$ cat config.mk
export PLATFORM = sky130hd
export DESIGN_NAME = rob_core
export DESIGN_NICKNAME = d
export VERILOG_FILES = /design/src/rtl/rob_core.sv
export SDC_FILE = /design/constraint.sdc
export NUM_CORES = 1
export LEC_CHECK = 0
export BUFFER_PORTS_ARGS = -buffer_cell sky130_fd_sc_hd__buf_2
export CAP_MARGIN = 20
export CORE_ASPECT_RATIO = 1.75
export CORE_UTILIZATION = 41
export CTS_BUF_LIST = sky130_fd_sc_hd__clkbuf_16
export DETAILED_ROUTE_END_ITERATION = 8
export PLACE_DENSITY = 0.58
export SYNTH_ARGS = -nofsm -noshare
export SYNTH_HDL_FRONTEND = slang
export SYNTH_SLANG_ARGS = --single-unit
$ cat constraint.sdc
create_clock -name clk -period 4.2 [get_ports clk]
set_input_delay 0.63 -clock clk [delete_from_list [all_inputs] [get_ports clk]]
set_output_delay 0.63 -clock clk [all_outputs]
set_load 0.05 [all_outputs]
$ cat src/rtl/rob_core.sv
module rob_core #(
  parameter int DEPTH = 8,
  parameter int XLEN  = 32,
  parameter int PCW   = 32,
  parameter int AREGW = 5,
  localparam int IW   = $clog2(DEPTH)
) (
  input  logic             clk,
  input  logic             rst_n,
  input  logic             alloc_valid,
  output logic             alloc_ready,
  input  logic [PCW-1:0]   alloc_pc,
  input  logic [AREGW-1:0] alloc_dst,
  input  logic             alloc_has_dst,
  input  logic             alloc_is_branch,
  input  logic             alloc_is_store,
  output logic [IW-1:0]    alloc_tag,
  input  logic             cpl_valid,
  input  logic [IW-1:0]    cpl_tag,
  input  logic [XLEN-1:0]  cpl_value,
  input  logic             cpl_exc,
  input  logic             cpl_mispredict,
  input  logic [IW-1:0]    look_tag,
  output logic             look_hit,
  output logic [XLEN-1:0]  look_value,
  output logic             rf_we,
  output logic [AREGW-1:0] rf_dst,
  output logic [XLEN-1:0]  rf_data,
  output logic             st_req,
  output logic [XLEN-1:0]  st_data,
  output logic [PCW-1:0]   commit_pc,
  output logic             redirect,
  output logic             excp_valid
);

  logic [IW:0]       head_q, tail_q;
  logic [DEPTH-1:0]  live_q, fin_q, exc_q, mp_q, br_q, st_q, wr_q;
  logic [PCW-1:0]    pc_q  [DEPTH];
  logic [AREGW-1:0]  dst_q [DEPTH];
  logic [XLEN-1:0]   val_q [DEPTH];

  logic [IW-1:0] hidx, tidx;
  logic full, retire, flush, take, cpl_ok;

  assign hidx  = head_q[IW-1:0];
  assign tidx  = tail_q[IW-1:0];
  assign full  = (head_q[IW] != tail_q[IW]) && (hidx == tidx);

  assign retire     = live_q[hidx] && fin_q[hidx];
  assign excp_valid = retire && exc_q[hidx];
  assign redirect   = retire && !exc_q[hidx] && br_q[hidx] && mp_q[hidx];
  assign flush      = excp_valid || redirect;

  assign alloc_ready = !full && !flush;
  assign take        = alloc_valid && alloc_ready;
  assign alloc_tag   = tidx;
  assign cpl_ok      = cpl_valid && live_q[cpl_tag];

  assign look_hit   = live_q[look_tag] && fin_q[look_tag];
  assign look_value = val_q[look_tag];

  assign rf_we     = retire && !exc_q[hidx] && !st_q[hidx] && wr_q[hidx];
  assign rf_dst    = dst_q[hidx];
  assign rf_data   = val_q[hidx];
  assign st_req    = retire && !exc_q[hidx] && st_q[hidx];
  assign st_data   = val_q[hidx];
  assign commit_pc = pc_q[hidx];

  always_ff @(posedge clk) begin
    if (!rst_n) begin
      head_q <= '0;
      tail_q <= '0;
      live_q <= '0;
      fin_q  <= '0;
      exc_q  <= '0;
      mp_q   <= '0;
    end else if (flush) begin
      live_q <= '0;
      head_q <= head_q + 1'b1;
      tail_q <= head_q + 1'b1;
    end else begin
      if (take) begin
        live_q[tidx] <= 1'b1;
        fin_q[tidx]  <= 1'b0;
        exc_q[tidx]  <= 1'b0;
        mp_q[tidx]   <= 1'b0;
        tail_q       <= tail_q + 1'b1;
      end
      if (cpl_ok) begin
        fin_q[cpl_tag] <= 1'b1;
        exc_q[cpl_tag] <= cpl_exc;
        mp_q[cpl_tag]  <= cpl_mispredict;
      end
      if (retire) begin
        live_q[hidx] <= 1'b0;
        head_q       <= head_q + 1'b1;
      end
    end
  end

  always_ff @(posedge clk) begin
    if (take) begin
      pc_q[tidx]  <= alloc_pc;
      dst_q[tidx] <= alloc_dst;
      br_q[tidx]  <= alloc_is_branch;
      st_q[tidx]  <= alloc_is_store;
      wr_q[tidx]  <= alloc_has_dst;
    end
    if (cpl_ok && !flush)
      val_q[cpl_tag] <= cpl_value;
  end

endmodule

==> impl_metrics.py, run 1 <==
metrics = {
    "clock_network": {
        "cts_buffers": 55,
        "cts.path.max_buffers": 3,
        "cts_sinks": 619,
        "postCtsHoldBufs": 0,
        "path_clk_slew_ns": 0.07,
        "cts_resized": 0,
        "cts_tree": "built",
        "ctsRootBufferMaster": "clkbuf_16",
        "htreeDepth": 2,
        "post_cts_buffers": 0,
        "worstSkewPairLatency_ns": 0.60,
    },
    "outcome": {
        "outcome": "finished clean",
    },
    "final_layout": {
        "register_area_mm2": 0.0182,
        "drive_gt1_share_pct": 45.3,
        "multi_input_area_mm2": 0.00722,
        "nNetsFinal": 1543,
        "fill_cells": 5210,
        "area_growth_syn_to_layout_pct": 15.2,
    },
    "timing": {
        "setup_tns_ns": 0,
        "setup_viol": 0,
        "fin_crit_sh_pct": 86.4,
        "maxSlewViolCount": 0,
        "period_minus_slack_ns": 3.63,
        "rsz0062_at_grt": "false",
        "skew_ns": 0.0266,
        "fmax_ghz": 0.276,
        "hold_violations": 0,
        "tightestPinTransition_ns": 1.01,
        "slew_headroom_pct": 31.6,
    },
    "yosys": {
        "ys_warn_count": 0,
        "synth_common_cells": "edfxtp_1 (576), mux4_2 (212), mux2_2 (105)",
        "synth.yosys.seq_area_share_pct": 70.1,
        "synthArstFlopShare_pct": 0,
        "synth_edf_count": 576,
        "syn_area_per_cell_um2": 20.8,
        "ys.flop_type": "edfxtp_1",
        "ys_ff_latch": 619,
        "synth_top_area_share_pct": 66.8,
        "synth.most_common_cell": "edfxtp_1",
        "synthCells": 1243,
        "ys_types": 44,
        "netlist_area_mm2": 0.0259,
        "synth_nets": 1329,
        "yosys.area.top_type": "edfxtp_1",
        "synth_area_leaders": "edfxtp_1 (67%), mux4_2 (18%), mux2_2 (4.6%)",
    },
    "setup_path": {
        "worstPathMaxFanout": 11,
        "critPathLaunchType": "register",
        "ff2ff_path_depth": 6,
        "crit_type": "reg -> out",
        "crit_path_cell_trace": "mux4_2 -> mux2_2 -> nand2b_1 -> nor3_1 -> buf_2",
        "critPathSlowestCell": "dfxtp_1",
        "startpoint": "head_q[2]",
        "reg2reg_from": "head_q[2]",
        "cpPeakStageDelay_ns": 0.61,
        "critPathCaptureType": "primary output",
        "cp.arrival_ns": 3.00,
        "required_ns": 3.57,
    },
    "place": {
        "place_hpwl_mm": 37.2,
        "place.port_buffers": 225,
        "place.gp.congestion": 0.853,
    },
    "drt": {
        "detail-route-antenna-nets": 0,
        "drt-initial-drc-count": 741,
        "wire_per_inst_um": 25.8,
        "drc": 0,
        "vias_per_cell": 5.61,
        "drt_first_pass_iters": 6,
        "route.vias.total": 12900,
        "totalWireLength_mm": 59.6,
    },
    "power_and_ir_drop": {
        "powerDensity_mw_per_mm2": 416,
        "peakVddDrop_v": 0.000374,
        "total_power_mw": 12.4,
        "cellLeakagePower_nw": 9.62,
    },
    "global_route": {
        "overflow": 0,
        "grt_max_degree": 66,
        "grt_pass1_vias": 14300,
        "antenna_found_initial": 10,
        "grtUsageTotal_pct": 18.9,
        "grt_pass1_wl_mm": 88.4,
    },
    "die": {
        "core_area_mm2": 0.0624,
        "die_w_um": 192,
        "die_y_um": 334,
        "boundaryPins": 226,
        "rows": 121,
        "dieArea_mm2": 0.0642,
        "initial_utilization_pct": 41.5,
    },
    "min_path": {
        "min_path_cells": 1,
        "holdCritPathClass": "in -> reg",
        "hold_start": "alloc_pc[23]",
    },
    "job": {
        "cap_viol_max_count": 0,
    },
}
-- path summary, 6_finish.rpt --
| path | to | slack, ns |
|---|---|---|
| max | rf_we | 0.57 |
| min | pc_q[4][23] | 0.30 |
| max reg2reg | val_q[3][11] | 0.72 |
| min reg2reg | mp_q[3] | 0.49 |
-- state kept, by name (all words and copies together), names as in the netlist, named ones only --
register / flops
pc_q: 256
val_q: 256
dst_q: 40
br_q: 8
exc_q: 8
fin_q: 8
live_q: 8
mp_q: 8
st_q: 8
wr_q: 8
head_q: 4
tail_q: 4
-- metal layers --
metal | GRT usage [%] | routed length, um | vias to the layer above
met3 | 3.22 | 2850 | 127
met2 | 35.5 | 33300 | 397
met1 | 20.8 | 21300 | 6776
li1 | - | - | 5609
met4 | 6.90 | 2000 | 12
met5 | 0 | 75 | -
-- power by group --
group,internal [mW],switching (mW)
registers,6.83,0.0279
clock network,2.66,2.17
logic,0.237,0.504
total,9.73,2.70
-- logic make-up after synthesis --
logic type                 count (synthesis)  share of synthesized area, %
AOI/OAI and AO/OA                         67                          2.02
xor gates and xnor gates                  10                         0.338
adders and majority gates                  2                        0.0966
buffers and inverters                    121                          2.28
DFF                                      619                          70.1
muxes                                    324                          23.3
and+or+nand+nor                          100                          1.89
-- stage by stage --
step	instances	instance area [um^2]	hold slack (ns)	worst slack, ns	utilization (%)
final	2305	29800	0.297	0.571	47.8
after global routing	2301	29800	0.283	0.432	47.8
after CTS	2301	29800	0.265	0.509	47.8
after detailed placement	2199	28100	0.472	0.724	45.1
after global placement	2199	28100	0.472	0.763	45.1
after floorplan	1243	25900	0.435	0.0213	-
-- layout make-up --
cell class	instances	share of cell area [%]
diodes	4	0.0335
inverters	15	0.189
multi-input cells	503	24.2
clock inverters	46	1.09
clock buffers	56	4.70
repair buffers	263	5.58
flip-flops and latches	619	60.9
well taps	799	3.35
-- critical path: cells and delay by family (launching register included) --
family | cells | cell delay [ns]
mux | 2 | 1.01
simple gates | 2 | 0.48
buf+inv | 1 | 0.29
flops | 1 | 0.61
-- layout by cell type (no fill, tap or decap), types with 8 or more instances in the layout --
| cell type | Yosys | final |
|---|---|---|
| buf_12 | 0 | 20 |
| buf_2 | 4 | 224 |
| buf_4 | 35 | 19 |
| clkbuf_16 | 0 | 56 |
| clkinv_1 | 0 | 12 |
| clkinv_2 | 0 | 13 |
| dfxtp_1 | 43 | 40 |
| edfxtp_1 | 576 | 576 |
| inv_1 | 15 | 27 |
| mux2_2 | 105 | 105 |
| mux4_2 | 212 | 212 |
| nand2_1 | 41 | 41 |
| nor2_4 | 0 | 8 |
| nor2b_1 | 8 | 8 |
| o21ai_0 | 8 | 8 |
| o22ai_1 | 24 | 24 |
| or2_1 | 8 | 8 |
No activity file was read; power rests on OpenSTA's default activity.
==> run 2: changes to the inputs <==
--- a/config.mk
+++ b/config.mk
@@ -9,8 +9,8 @@
 export CAP_MARGIN = 20
 export CORE_ASPECT_RATIO = 1.75
 export CORE_UTILIZATION = 41
-export CTS_BUF_LIST = sky130_fd_sc_hd__clkbuf_16
 export DETAILED_ROUTE_END_ITERATION = 8
+export MAX_ROUTING_LAYER = met4
 export PLACE_DENSITY = 0.58
 export SYNTH_ARGS = -nofsm -noshare
 export SYNTH_HDL_FRONTEND = slang
==> impl_metrics.py, run 2 (same netlist as run 1, synthesis figures left out) <==
metrics = {
    "power_and_ir_drop": {
        "powerDensity_mw_per_mm2": 417,
        "total_power_mw": 12.5,
        "p_sw_mw": 2.70,
        "sequentialPowerShare_pct": 55.0,
        "pwr-share-clk_pct": 39.0,
        "swShare_pct": 21.7,
        "comb_power_share_pct": 5.9,
        "p_int_mw": 9.75,
        "cellLeakagePower_nw": 9.57,
        "peakVddDrop_v": 0.000373,
    },
    "die": {
        "boundaryPins": 226,
        "dieArea_mm2": 0.0642,
        "die_y_um": 334,
        "initial_utilization_pct": 41.5,
        "core_area_mm2": 0.0624,
        "rows": 121,
        "die_w_um": 192,
    },
    "setup_path": {
        "critPathCaptureType": "primary output",
        "worstPathMaxFanout": 11,
        "required_ns": 3.57,
        "critPathLaunchType": "register",
        "crit_type": "reg -> out",
        "cp.arrival_ns": 3.01,
    },
    "final_layout": {
        "nNetsFinal": 1543,
        "area_growth_syn_to_layout_pct": 15.3,
        "final_common_cell": "edfxtp_1",
        "top_regs": "pc_q (256), val_q (256), dst_q (40)",
        "fin_area_mm2": 0.0299,
        "stdcell_count": 2311,
        "final_cell_mix": "edfxtp_1 (576), buf_2 (224), mux4_2 (212), mux2_2 (105), clkbuf_16 (56)",
        "drive_gt1_share_pct": 45.3,
    },
    "timing": {
        "fin_crit_sh_pct": 86.6,
        "tightestPinTransition_ns": 1.01,
        "slew_headroom_pct": 31.7,
        "period_minus_slack_ns": 3.64,
        "fmax_ghz": 0.275,
        "setup_ws_ns": 0.564,
        "setup_tns_ns": 0,
        "skew_ns": 0.0265,
        "hold_violations": 0,
        "maxSlewViolCount": 0,
        "rsz0062_at_grt": "false",
        "setup_viol": 0,
    },
    "place": {
        "place.port_buffers": 225,
        "place.gp.congestion": 0.866,
        "place_hpwl_mm": 37.2,
        "dpl.cell_count": 2199,
        "pre_cts_ws_ns": 0.724,
        "placed_area_mm2": 0.0281,
    },
    "clock_network": {
        "path_clk_slew_ns": 0.07,
        "cts.path.max_buffers": 3,
        "cts_tree": "built",
        "htreeDepth": 2,
        "post_cts_buffers": 0,
        "postCtsHoldBufs": 0,
        "cts_buffers": 55,
        "cts_resized": 0,
        "ctsRootBufferMaster": "clkbuf_16",
        "cts_sinks": 619,
        "worstSkewPairLatency_ns": 0.60,
    },
    "global_route": {
        "grt_pass1_vias": 14300,
        "grt_pass1_wl_mm": 88.3,
        "antenna_found_initial": 10,
        "grt_max_degree": 66,
        "overflow": 0,
        "grtUsageTotal_pct": 19.4,
    },
    "job": {
        "cap_viol_max_count": 0,
    },
    "outcome": {
        "outcome": "finished clean",
    },
    "drt": {
        "route.vias.total": 12800,
        "drt_first_pass_iters": 7,
        "detail-route-antenna-nets": 0,
        "totalWireLength_mm": 59.5,
        "vias_per_cell": 5.56,
        "drc": 0,
        "drt-initial-drc-count": 765,
        "wire_per_inst_um": 25.7,
    },
    "min_path": {
        "holdCritPathClass": "in -> reg",
    },
}
## run 2: changes by cell type in the layout (fill, tap and decap cells not counted)
| cell | previous run | this run |
|---|---|---|
| clkbuf_1 | 0 | 12 |
| diode_2 | 4 | 10 |
| inv_1 | 27 | 15 |
## run 2: cell type report
cell class | instances | area, um^2
antenna | 10 | 25.0
inverter | 15 | 56.3
clock buffer | 68 | 1450
timing repair buffer | 263 | 1660
clock inverter | 34 | 280
fill | 5206 | 32500
sequential | 619 | 18200
tap | 799 | 1000
multi-input combinational | 503 | 7220
## run 2: routing by layer
layer	global-route usage [%]	share of wire, %	wire length, um	vias up
met4	6.90	3.3	1980	0
met2	35.5	56	33200	376
met1	20.8	36	21400	6729
met3	3.21	4.9	2920	117
met5	-	0	0	-
li1	-	-	-	5621
## run 2: power by group through the flow
stage	registers (mW)	clock network, mW	logic (mW)
after CTS	6.85	5.00	0.756
after detailed placement	6.99	0	0.754
final	6.85	4.86	0.740
after global placement	6.98	0	0.745
after floorplan	6.98	0	0.471
after global routing	6.86	5.19	0.788
## run 2: path summary, 6_finish.rpt
path / start / endpoint / slack, ns / cells past startpoint
setup / recovery: head_q[2] / rf_we / 0.56 / 5
hold / removal: alloc_pc[23] / pc_q[4][23] / 0.30 / 1
setup reg to reg: head_q[2] / val_q[2][11] / 0.71 / 6
hold reg to reg: mp_q[7] / mp_q[7] / 0.48 / 2
## run 2: critical path, cell delays in order (launching register included)
cell and delay [ns]:
dfxtp_1 0.63, mux4_2 0.61, mux2_2 0.40, nand2b_1 0.25, nor3_1 0.22, buf_2 0.29
## run 2: per-stage QoR
step           hold slack, ns  util (%)
4_1_cts                 0.265      47.8
3_3_place_gp            0.472      45.1
3_5_place_dp            0.472      45.1
5_1_grt                 0.283      47.9
6_report                0.299      47.9
2_1_floorplan           0.435         -
==> run 3: changes to the inputs <==
--- a/config.mk
+++ b/config.mk
@@ -5,6 +5,7 @@
 export SDC_FILE = /design/constraint.sdc
 export NUM_CORES = 1
 export LEC_CHECK = 0
+export ABC_AREA = 1
 export BUFFER_PORTS_ARGS = -buffer_cell sky130_fd_sc_hd__buf_2
 export CAP_MARGIN = 20
 export CORE_ASPECT_RATIO = 1.75
@@ -12,6 +13,7 @@
 export DETAILED_ROUTE_END_ITERATION = 8
 export MAX_ROUTING_LAYER = met4
 export PLACE_DENSITY = 0.58
+export SKIP_LAST_GASP = 1
 export SYNTH_ARGS = -nofsm -noshare
 export SYNTH_HDL_FRONTEND = slang
 export SYNTH_SLANG_ARGS = --single-unit
==> impl_metrics.py, run 3 <==
metrics = {
    "outcome": {
        "outcome": "finished clean",
    },
    "yosys": {
        "synth-simple-area-share_pct": 9.97,
        "synthCells": 2445,
        "synth_nets": 2531,
        "yosys.area_share.adder_pct": 0.0932,
        "ys_warn_count": 0,
        "ys_types": 39,
        "synthArstFlopShare_pct": 0,
        "synth_edf_count": 576,
        "netlist_area_mm2": 0.0268,
        "synth_top_area_share_pct": 64.4,
        "yosys.area.top_type": "edfxtp_1",
        "synth.most_common_cell": "edfxtp_1",
        "synth_compound_area_share_pct": 16.5,
        "synth_common_cells": "edfxtp_1 (576), o21ai_0 (416), nor2_1 (349)",
        "synth_xor_area_share_pct": 0.196,
        "syn_area_per_cell_um2": 11.0,
        "synth_top_family_by_area": "compound AO/OA/AOI/OAI gates",
        "ys.flop_type": "edfxtp_1",
        "synth_area_leaders": "edfxtp_1 (64%), o21ai_0 (7.8%), nor2_1 (4.9%)",
        "ys_ff_latch": 619,
        "synth.yosys.seq_area_share_pct": 67.6,
        "synthMuxAreaShare_pct": 0,
    },
    "die": {
        "die_w_um": 195,
        "initial_utilization_pct": 41.6,
        "boundaryPins": 226,
        "dieArea_mm2": 0.0665,
        "core_area_mm2": 0.0645,
        "die_y_um": 340,
        "rows": 123,
    },
    "power_and_ir_drop": {
        "cellLeakagePower_nw": 10.7,
        "powerDensity_mw_per_mm2": 426,
        "peakVddDrop_v": 0.000369,
    },
    "final_layout": {
        "nNetsFinal": 2665,
        "fin_util_pct": 47.4,
        "top_regs": "pc_q (256), val_q (256), dst_q (40)",
        "stdcell_count": 3446,
        "register_area_mm2": 0.0182,
        "fill_cells": 5896,
        "area_growth_syn_to_layout_pct": 13.8,
        "final_common_cell": "edfxtp_1",
        "multi_input_area_mm2": 0.00720,
        "drive_gt1_share_pct": 15.8,
        "final_cell_mix": "edfxtp_1 (576), o21ai_0 (416), nor2_1 (349), nand2_1 (223), buf_2 (223)",
    },
    "clock_network": {
        "cts_sinks": 619,
        "cts_tree": "built",
        "cts_buffers": 57,
        "path_clk_slew_ns": 0.07,
        "htreeDepth": 2,
        "post_cts_buffers": 0,
        "postCtsHoldBufs": 0,
        "cts_resized": 0,
        "worstSkewPairLatency_ns": 0.64,
        "ctsRootBufferMaster": "clkbuf_16",
        "cts.path.max_buffers": 3,
    },
    "drt": {
        "detail-route-antenna-nets": 0,
        "route.vias.total": 19500,
        "vias_per_cell": 5.67,
        "drt-initial-drc-count": 1541,
        "totalWireLength_mm": 75.2,
        "wire_per_inst_um": 21.8,
        "drt_first_pass_iters": 6,
        "drc": 0,
    },
    "setup_path": {
        "r2r-end": "pc_q[5][11]",
        "cp.arrival_ns": 3.24,
        "critPathLaunchType": "register",
        "rrSetupSlack_ns": 0.80,
        "cp_top_family": "buffers and inverters",
        "cpPeakStageDelay_ns": 0.79,
        "path_buf_inv": 3,
        "critPathSlowestCell": "inv_6",
        "reg2reg_from": "head_q[1]",
        "ff2ff_path_depth": 10,
        "worstPathMaxFanout": 137,
        "crit_type": "reg -> out",
        "crit_path_cell_trace": "inv_6 -> buf_4 -> nor2_1 -> o21ai_0 -> a21oi_1 -> a31oi_1 -> buf_2",
        "critPathCaptureType": "primary output",
        "required_ns": 3.57,
    },
    "global_route": {
        "antenna_found_initial": 11,
        "overflow": 0,
        "grt_pass1_vias": 19100,
        "grt_max_degree": 150,
        "grt_pass1_wl_mm": 112,
        "grtUsageTotal_pct": 22.9,
    },
    "timing": {
        "setup_tns_ns": 0,
        "setup_ws_ns": 0.330,
        "slew_headroom_pct": 29.2,
        "rsz0062_at_grt": "false",
        "setup_viol": 0,
        "fin_hold_ws_ns": 0.268,
        "tightestPinTransition_ns": 1.06,
        "period_minus_slack_ns": 3.87,
        "fin_crit_sh_pct": 92.1,
        "maxSlewViolCount": 0,
        "skew_ns": 0.0288,
        "fmax_ghz": 0.258,
        "hold_violations": 0,
    },
    "place": {
        "place.gp.congestion": 0.944,
        "dpl.cell_count": 3332,
        "place.port_buffers": 225,
        "place_hpwl_mm": 44.8,
        "pre_cts_ws_ns": 0.807,
    },
    "min_path": {
        "holdPathEnd": "pc_q[2][5]",
        "holdCritPathClass": "in -> reg",
        "hold_start": "alloc_pc[5]",
        "min_path_cells": 1,
    },
    "job": {
        "cap_viol_max_count": 0,
    },
}
==> run 3: cell types whose count changed after synthesis, sizes merged, moves of 17 or more <==
cell,change
nor2,+342
o22ai,+17
mux2,-105
o211ai,+72
mux4,-212
a21oi,+167
clkbuf,+101
nand3,+45
a31oi,+99
inv,+127
o21ai,+411
nand2,+183
==> run 3: routing by layer <==
layer  track usage, %  wire [um]  share of wire, %  vias up
li1                 -          -                 -     9061
met1             26.2      29300                39     9570
met2             39.4      38400                51      752
met3             4.19       4960               6.6      162
met4             9.17       2450               3.3        0
met5                -          0                 0        -
==> run 3: worst reg2reg max path: cells and delay by family, from the launching register on <==
family / cells / cell delay [ns]
and+or+nand+nor: 4 / 0.77
AOI/OAI and AO/OA: 1 / 0.34
DFF: 1 / 0.48
buffers and inverters: 5 / 1.48
==> run 3: worst max-delay path by stage <==
stage,end,depth (start not counted)
6_report,rf_data[6],7
5_1_grt,rf_data[6],7
4_1_cts,rf_data[6],7
3_5_place_dp,pc_q[5][11],10
3_3_place_gp,pc_q[5][0],10
2_1_floorplan,st_data[31],6
==> run 3: area by class of cell <==
cell class,instances,share of cell area [%]
Sequential cell,619,59.5
Multi-Input combinational cell,1474,23.6
Timing Repair Buffer,280,5.38
Clock buffer,65,4.91
Tap cell,812,3.33
Inverter,147,1.84
Clock inverter,38,1.41
Antenna cell,11,0.0901
==> run 3: power by group <==
group	switching [mW]	leakage (nW)	total, mW	internal, mW
Clock	2.30	0.936	5.41	3.11
Combinational	0.588	4.20	0.753	0.166
Sequential	0.0246	5.56	6.84	6.82
Total	2.91	10.7	13.0	10.1
==> run 3: metrics by stage <==
stage / instance area [um^2] / power, mW
after floorplan: 26800 / 7.44
after global placement: 28600 / 7.72
after detailed placement: 28600 / 7.73
after CTS: 30500 / 13.1
after global routing: 30500 / 13.4
final: 30500 / 13.0
==> run 3: logic make-up (layout without fill, tap and decap cells) <==
logic type,after synthesis,in the layout
AO/OA/AOI/OAI,809,809
adder cells (fa/ha/maj),2,2
buffers and inverters,352,530
flip-flops,619,619
other,0,11
XOR/XNOR,6,6
AND/OR/NAND/NOR,657,657
